**src/rtl/pwm_aq_pkg.sv**
```systemverilog
package pwm_aq_pkg;
    localparam int CTL_W    = 16;
    localparam int CODE_W   = 2;
    localparam int ZERO_LSB = 0;
    localparam int PRD_LSB  = 2;
    localparam int CMPA_LSB = 4;
    localparam int CMPB_LSB = 8;

    typedef enum logic [CODE_W-1:0] {
        ACT_KEEP = 2'b00,
        ACT_LOW  = 2'b01,
        ACT_HIGH = 2'b10,
        ACT_FLIP = 2'b11
    } act_code_e;

    // Decoded per-output action set: only the fields this output uses.
    typedef struct packed {
        act_code_e on_cmp;
        act_code_e on_prd;
        act_code_e on_zero;
    } act_set_t;

    function automatic logic apply_code(act_code_e code, logic cur);
        case (code)
            ACT_LOW:  return 1'b0;
            ACT_HIGH: return 1'b1;
            ACT_FLIP: return ~cur;
            default:  return cur;
        endcase
    endfunction
endpackage

```
**src/rtl/pwm_aq_regs.sv**
```systemverilog
module pwm_aq_regs
    import pwm_aq_pkg::*;
#(
    parameter int CNT_W = 16
) (
    input  logic             clk,
    input  logic             rst_n,
    input  logic             wr_en,
    input  logic [1:0]       wr_sel,
    input  logic [CTL_W-1:0] wr_data,
    output act_set_t         act_a,
    output act_set_t         act_b,
    output logic [CNT_W-1:0] cmp_a,
    output logic [CNT_W-1:0] cmp_b
);
    localparam logic [1:0] SEL_ACT_A = 2'd0;
    localparam logic [1:0] SEL_ACT_B = 2'd1;
    localparam logic [1:0] SEL_CMP_A = 2'd2;

    typedef struct packed {
        act_set_t         a;
        act_set_t         b;
        logic [CNT_W-1:0] ca;
        logic [CNT_W-1:0] cb;
    } regs_t;

    regs_t regs_d, regs_q;

    always_comb begin
        regs_d = regs_q;
        if (wr_en) begin
            case (wr_sel)
                SEL_ACT_A: begin
                    regs_d.a.on_zero = act_code_e'(wr_data[ZERO_LSB +: CODE_W]);
                    regs_d.a.on_prd  = act_code_e'(wr_data[PRD_LSB  +: CODE_W]);
                    regs_d.a.on_cmp  = act_code_e'(wr_data[CMPA_LSB +: CODE_W]);
                end
                SEL_ACT_B: begin
                    regs_d.b.on_zero = act_code_e'(wr_data[ZERO_LSB +: CODE_W]);
                    regs_d.b.on_prd  = act_code_e'(wr_data[PRD_LSB  +: CODE_W]);
                    regs_d.b.on_cmp  = act_code_e'(wr_data[CMPB_LSB +: CODE_W]);
                end
                SEL_CMP_A: regs_d.ca = wr_data[CNT_W-1:0];
                default:   regs_d.cb = wr_data[CNT_W-1:0];
            endcase
        end
    end

    always_ff @(posedge clk or negedge rst_n) begin
        if (!rst_n) regs_q <= '0;
        else        regs_q <= regs_d;
    end

    assign act_a = regs_q.a;
    assign act_b = regs_q.b;
    assign cmp_a = regs_q.ca;
    assign cmp_b = regs_q.cb;

    // a compare write is visible on the next cycle
    assert_cmp_a_load_R7: assert property (@(posedge clk) disable iff (!rst_n)
        (wr_en && wr_sel == SEL_CMP_A) |=> (cmp_a == $past(wr_data[CNT_W-1:0])));
    assert_cmp_a_hold_R7: assert property (@(posedge clk) disable iff (!rst_n)
        !wr_en |=> $stable(cmp_a));
endmodule

```
**src/rtl/pwm_aq_channel.sv**
```systemverilog
module pwm_aq_channel
    import pwm_aq_pkg::*;
#(
    parameter int CNT_W = 16
) (
    input  logic             clk,
    input  logic             rst_n,
    input  logic             tick,
    input  logic [CNT_W-1:0] cnt,
    input  logic             cnt_up,
    input  logic             at_zero,
    input  logic             at_period,
    input  act_set_t         acts,
    input  logic [CNT_W-1:0] cmp_val,
    output logic             pwm
);
    typedef struct packed {
        logic lvl;
    } chan_t;

    chan_t     chan_d, chan_q;
    logic      hit_cmp;
    act_code_e chosen;

    always_comb begin
        hit_cmp = tick && cnt_up && (cnt == cmp_val);
        chosen  = ACT_KEEP;
        // lowest priority first; later non-zero codes override
        if (tick && at_zero   && acts.on_zero != ACT_KEEP) chosen = acts.on_zero;
        if (tick && at_period && acts.on_prd  != ACT_KEEP) chosen = acts.on_prd;
        if (hit_cmp           && acts.on_cmp  != ACT_KEEP) chosen = acts.on_cmp;
        chan_d.lvl = apply_code(chosen, chan_q.lvl);
    end

    always_ff @(posedge clk or negedge rst_n) begin
        if (!rst_n) chan_q <= '0;
        else        chan_q <= chan_d;
    end

    assign pwm = chan_q.lvl;

    // no tick, no change
    assert_hold_idle_R6: assert property (@(posedge clk) disable iff (!rst_n)
        !tick |=> $stable(pwm));
    // an equal count while counting down is not an event
    assert_down_no_cmp_R4: assert property (@(posedge clk) disable iff (!rst_n)
        (tick && !cnt_up && !at_zero && !at_period) |=> $stable(pwm));
    // a compare match with a set-high code wins over any other event
    assert_cmp_high_wins_R5: assert property (@(posedge clk) disable iff (!rst_n)
        (hit_cmp && acts.on_cmp == ACT_HIGH) |=> pwm);
    assert_cmp_low_wins_R5: assert property (@(posedge clk) disable iff (!rst_n)
        (hit_cmp && acts.on_cmp == ACT_LOW) |=> !pwm);
    // toggle on a lone zero event
    assert_zero_flip_R2: assert property (@(posedge clk) disable iff (!rst_n)
        (tick && at_zero && !at_period && !hit_cmp && acts.on_zero == ACT_FLIP)
        |=> (pwm != $past(pwm)));
endmodule

```
**src/rtl/pwm_action_out.sv**
```systemverilog
module pwm_action_out
    import pwm_aq_pkg::*;
#(
    parameter int CNT_W = 16
) (
    input  logic             clk,
    input  logic             rst_n,
    input  logic             tick,
    input  logic [CNT_W-1:0] cnt,
    input  logic             cnt_up,
    input  logic             at_zero,
    input  logic             at_period,
    input  logic             wr_en,
    input  logic [1:0]       wr_sel,
    input  logic [CTL_W-1:0] wr_data,
    output logic             pwm_a,
    output logic             pwm_b
);
    localparam int N_OUT = 2;

    act_set_t         acts [N_OUT];
    logic [CNT_W-1:0] cmps [N_OUT];
    logic             lvls [N_OUT];

    pwm_aq_regs #(.CNT_W(CNT_W)) u_regs (
        .clk     (clk),
        .rst_n   (rst_n),
        .wr_en   (wr_en),
        .wr_sel  (wr_sel),
        .wr_data (wr_data),
        .act_a   (acts[0]),
        .act_b   (acts[1]),
        .cmp_a   (cmps[0]),
        .cmp_b   (cmps[1])
    );

    for (genvar g = 0; g < N_OUT; g++) begin : g_chan
        pwm_aq_channel #(.CNT_W(CNT_W)) u_chan (
            .clk       (clk),
            .rst_n     (rst_n),
            .tick      (tick),
            .cnt       (cnt),
            .cnt_up    (cnt_up),
            .at_zero   (at_zero),
            .at_period (at_period),
            .acts      (acts[g]),
            .cmp_val   (cmps[g]),
            .pwm       (lvls[g])
        );
    end

    assign pwm_a = lvls[0];
    assign pwm_b = lvls[1];

    // outputs low while reset is held
    always @(posedge clk) begin
        if (!rst_n) begin
            assert_reset_low_R1: assert (!pwm_a && !pwm_b);
        end
    end
endmodule

```
**config.mk**
```make
export PLATFORM = sky130hd
export DESIGN_NAME = pwm_action_out
export DESIGN_NICKNAME = d
export VERILOG_FILES = /design/src/rtl/pwm_aq_pkg.sv /design/src/rtl/pwm_aq_regs.sv /design/src/rtl/pwm_aq_channel.sv /design/src/rtl/pwm_action_out.sv
export SDC_FILE = /design/constraint.sdc
export NUM_CORES = 1
export LEC_CHECK = 0
export ABC_CLOCK_PERIOD_IN_PS = 1900
export BUFFER_PORTS_ARGS = -buffer_cell sky130_fd_sc_hd__clkbuf_2
export CAP_MARGIN = 10
export CORE_MARGIN = 3
export CORE_UTILIZATION = 54
export DETAILED_ROUTE_END_ITERATION = 10
export PLACE_DENSITY = 0.89
export SYNTH_ARGS = -nofsm -noshare
export SYNTH_HDL_FRONTEND = slang
export SYNTH_SLANG_ARGS = --single-unit
```
**constraint.sdc**
```tcl
create_clock -name clk -period 1.9 [get_ports clk]
set_clock_uncertainty 0.1 [all_clocks]
set_input_delay 0.57 -clock clk [delete_from_list [all_inputs] [get_ports clk]]
set_output_delay 0.57 -clock clk [all_outputs]
set_load 0.005 [all_outputs]
```
; ---- Word-level counts from Yosys, hierarchy flattened
; Index checks and enable logic that the tools add are counted.
[word_totals]
input_bits = 41
output_inout_bits = 2
register_bits = 46
[op_classes]
bitwise = 3
n_eq_ne = 10
mux = 8
n_reduce_logical = 25
[op_table]
columns = op, count
row1 = $eq 16x16->1, 2
row2 = $mux 2, 6
row3 = $reduce_bool 2->1, 6
row4 = $logic_and 1x1->1, 11
row5 = $eq 2x2->1 const B, 5
row6 = $reduce_and 2->1, 4
row7 = $eq 2x1->1 const B, 3
row8 = $pmux 1 s3, 2
row9 = $reduce_bool 3->1, 2
row10 = $not 1->1, 3
row11 = $reduce_or 3->1, 1
row12 = $logic_not 2->1, 1

; ---- Logic depth before layout (Yosys ltp)
[depth]
depth_word = 7
ltp_mapped = 5
depth_no_buf = 5

; ---- By module
; From an unflattened synthesis, not the netlist that was laid out.
[hier_totals]
cells_unflattened = 160
area_unflattened_um2 = 2263.4
[by_module_without_submodules]
columns = mod, seq_area_each_um2, cells_each, n_inst, area_per_inst_um2
row1 = pwm_aq_regs, 1101.1, 94, 1, 1727.9
row2 = pwm_aq_channel, 25.0, 33, 2, 267.8

; ---- Least setup slack after synthesis
; No wires, ideal clock.
[synth_path]
path_kind = input port to flip-flop
startpoint = in cnt[6]
endpoint = reg g_chan[0].u_chan.chan_q
required_time_ns = 1.673
setup_ns = 0.127
arrival_ns = 1.485
path_slack_ns = 0.187
cell_stages = 5
path_cell_list = xnor2_1 o2111ai_1 nor4_1 nand4_1 mux2_1
[synth_between]
elab_chain_cells = 6
word_cells_on_any_way = 9
[synth_rtl]
columns = element, line_no
row1 = from (decl), pwm_action_out.sv:9  ; input logic [CNT_W-1:0] cnt,
row2 = $eq 16x16->1 (*), pwm_aq_channel.sv:26  ; hit_cmp = tick && cnt_up && (cnt == cmp_val);
row3 = $logic_and 1x1->1 (*), pwm_aq_channel.sv:26
row4 = $logic_and 1x1->1 (*), pwm_aq_channel.sv:31  ; if (hit_cmp && acts.on_cmp != ACT_KEEP) chosen = acts.on_cmp;
row5 = $mux 2 (*), pwm_aq_channel.sv:31
row6 = $eq 2x2->1 or $eq 2x1->1 (tied branches), pwm_aq_pkg.sv:24  ; case (code)
row7 = $pmux 1 s3 or $reduce_bool 3->1 (tied branches), --
row8 = to (signal assigned), pwm_aq_channel.sv:37  ; else chan_q <= chan_d;
row9 = to (decl), pwm_aq_channel.sv:21  ; chan_t chan_d, chan_q;
; Mark *: on every way between the ends. The rest lies on a longest branch, timed or not.
; A chain may end at the register's enable or synchronous reset.

; ---- Worst setup path in the final report
[layout_path]
startpoint = reg u_regs.regs_q[22] (netlist: u_regs.cmp_a[6])
endpoint = reg g_chan[0].u_chan.chan_q
[layout_between]
elab_chain_cells = 6
word_cells_on_any_way = 9
[layout_rtl]
columns = element, line_no
row1 = from (decl), pwm_aq_regs.sv:27  ; regs_t regs_d, regs_q;
row2 = from (signal assigned), pwm_aq_regs.sv:51  ; else regs_q <= regs_d;
row3 = $eq 16x16->1 (*), pwm_aq_channel.sv:26
row4 = $logic_and 1x1->1 (*), pwm_aq_channel.sv:26
row5 = $logic_and 1x1->1 (*), pwm_aq_channel.sv:31
row6 = $mux 2 (*), pwm_aq_channel.sv:31
row7 = $eq 2x2->1 or $eq 2x1->1 (tied branches), pwm_aq_pkg.sv:24
row8 = $pmux 1 s3 or $reduce_bool 3->1 (tied branches), --
; Marks and branches as above.

==> results_dict.tcl <==
set metrics [dict create \
    status "complete, no violations" \
    relSlewSlack 0.782 \
    numCtsBuffers 5 \
    rows 22 \
    hold_path.class "input port to asynchronous set/reset pin" \
    synth_warnings 0 \
    core-area_um2 3770 \
    synth_largest_area_cell "dfrtp_1" \
    synth_fa_ha_area_frac 0 \
    vias 1456 \
    synth.most_common_cell "dfrtp_1" \
    worstSetupPathType "register to register" \
    worstPathArrival_ps 1820 \
    cellLeakagePower_nw 1.14 \
    grt_pass1_vias 1496 \
    dpl_cell_area_um2 2520 \
    syn_to_final_growth_pct 21.5 \
    viasPerCell 5.49 \
    post-route-min-period_ps 1740 \
    path_max_fanout 2 \
    post_cts_resized 0 \
    synth-edff-count 0 \
    critical_path.max_stage_delay_ps 400 \
    finalHoldViolCount 0 \
    syn_area_um2 2170 \
    yosysSeqAreaShare 0.531 \
    die_w_um 69.4 \
    synth.area.top_cells "dfrtp_1, mux2_2, xnor2_1, nand4_1, nand2_1" \
    synthMuxAreaShare 0.238 \
    post_cts_buffers 0 \
    irDropWorstVdd_mv 0.721 \
    cpMaxStageDelayCell "dfrtp_1" \
    grtUsageTotal 0.189 \
    grt_pass1_wl_um 7130 \
    drt_iter0_drc 59 \
    synth_top_family_by_area "multiplexers" \
    dp_hpwl_um 3260 \
    antenna_cells 0 \
    path_clk_slew_ps 80 \
    synthFlopType "dfrtp_1" \
    wire_per_inst_um 16.2 \
    numPortBuffers 42 \
    synth_cell_types 19 \
    die_h_um 69.4 \
    drive_gt1_frac 0.475 \
    synth-compound-area-share 0.0323 \
    grt_max_degree 47 \
    power.density_nw_per_um2 994 \
    cp-start-kind "register" \
    clkLatencyLatePin_ps 300 \
    finalCritPeriodShare 0.914 \
    antenna_found_initial 0 \
    fmax_mhz 576 \
    fin_area_um2 2630 \
    h-tree-depth 2 \
    syn_avg_cell_area_um2 13.5 \
    cts_num_sinks 46 \
    syn_nets 202 \
    ant_nets 0 \
    ys_ff_latch 46 \
    hold_ws_ps 142 \
    cts-root-buf "clkbuf_8" \
    start_util 0.575 \
    cts_buffer_depth 2 \
    maxCapViolCount 0 \
    critPathTopFamily "simple AND/OR/NAND/NOR gates" \
    maxSlewViolCount 0 \
    rsz0062_at_grt "no" \
    critical_path.cell_chain "xnor2_1 > o2111ai_1 > nor4_1 > nand4_1 > mux2_1" \
    worstMarginPinSlew_ps 326 \
    nets 257 \
    synth_top_cells_by_count "dfrtp_1, mux2_2, xnor2_1" \
    end_kind "register" \
    cp.required_ps 1990 \
    synth_top_area_frac 0.531 \
    synthCells 161 \
    cts_tree "built" \
    finalSetupViolCount 0 \
    dieArea_um2 4810 \
    place.gp.congestion 0.830 \
    critPathBufInv 0 \
    grt_overflow 0 \
    async_flop_share 1.00 \
    drt-total-wl_um 4300 \
    dr.pass1.iters 4 \
    cts.hold.buffers_added 0 \
    yosys.area_share.simple 0.0624 \
    pin_count 43 \
    synthXorXnorAreaFrac 0.129 \
    drc 0 \
]
## flip-flops by register name, indices dropped and copies added, names as in the netlist
name,flops
u_regs.act_b,6
u_regs.cmp_b,16
u_regs.cmp_a,16
g_chan.u_chan.pwm,2
u_regs.act_a,6
## cell type report
type                       count  area [µm²]
sequential                    46        1150
multi-input combinational    112        1000
timing repair buffer          50         308
inverter                       1        3.75
fill                         256        1140
tap                           48        60.1
clock inverter                 3        40.0
clock buffer                   5        68.8
## routing by layer
layer  routed length [µm]  vias to the layer above  part of all wire  global-route usage
li1                     -                      691                 -                   -
met1                 1930                      732              0.45               0.231
met2                 2130                       28              0.49               0.318
met3                  179                        5             0.042              0.0522
met4                   64                        0             0.015              0.0716
met5                    0                        -                 0                   0
## metrics by stage
stage | utilization | setup slack, ps | std cells | setup TNS [ps] | total power, mW
2_1_floorplan | - | 187 | 161 | 0 | 1.70
3_3_place_gp | 0.670 | -54.7 | 257 | -54.7 | 1.90
3_5_place_dp | 0.670 | -117 | 257 | -133 | 1.93
4_1_cts | 0.698 | 174 | 265 | 0 | 2.64
5_1_grt | 0.698 | 51.6 | 265 | 0 | 2.75
6_report | 0.698 | 163 | 265 | 0 | 2.62
## where the power goes
part / internal [mW] / switching [mW] / total [mW] / leakage (nW)
Combinational: 0.354 / 0.229 / 0.584 / 0.544
Clock: 0.387 / 0.321 / 0.708 / 0.0579
Sequential: 1.18 / 0.150 / 1.33 / 0.543
## cell families after synthesis
| group | Yosys count |
|---|---|
| xor gates and xnor gates | 32 |
| DFF | 46 |
| AOI/OAI and AO/OA | 10 |
| buffers and inverters | 3 |
| and+or+nand+nor | 24 |
| muxes | 46 |
## worst register-to-register path: stages (launching register included)
cell and delay, ps:
dfrtp_1 400, xnor2_1 190, o2111ai_1 150, nor4_1 310, nand4_1 150, mux2_1 330
## path summary, 6_finish.rpt
| path | start | end | slack (ps) | cells after the start |
|---|---|---|---|---|
| worst max-delay path | u_regs.cmp_a[6] | g_chan[0].u_chan.pwm | 160 | 5 |
| max in group asynchronous | rst_n | u_regs.cmp_a[2] | 1350 | 2 |
| worst min-delay path | rst_n | u_regs.act_b[2] | 140 | 2 |
| min in group clk | wr_data[6] | u_regs.cmp_b[6] | 410 | 2 |
| worst min register to register | u_regs.act_a[1] | u_regs.act_a[1] | 420 | 1 |
| worst max register to register | u_regs.cmp_a[6] | g_chan[0].u_chan.pwm | 160 | 5 |
## layout by cell type (no fill, tap or decap), drive strengths merged, types with 2 or more instances in the layout
cell type  netlist  routed
clkbuf           0      47
dfrtp           46      46
clkinv           0       2
a32o             2       2
o2111ai          2       2
nand4            8       8
nand2            7       7
a21oi            3       3
xnor2           32      32
mux2            45      45
nor4             2       2
nand3            3       3
buf              2       8
nand3b           2       2
a31oi            2       2
No activity file was read; power rests on OpenSTA's default activity.
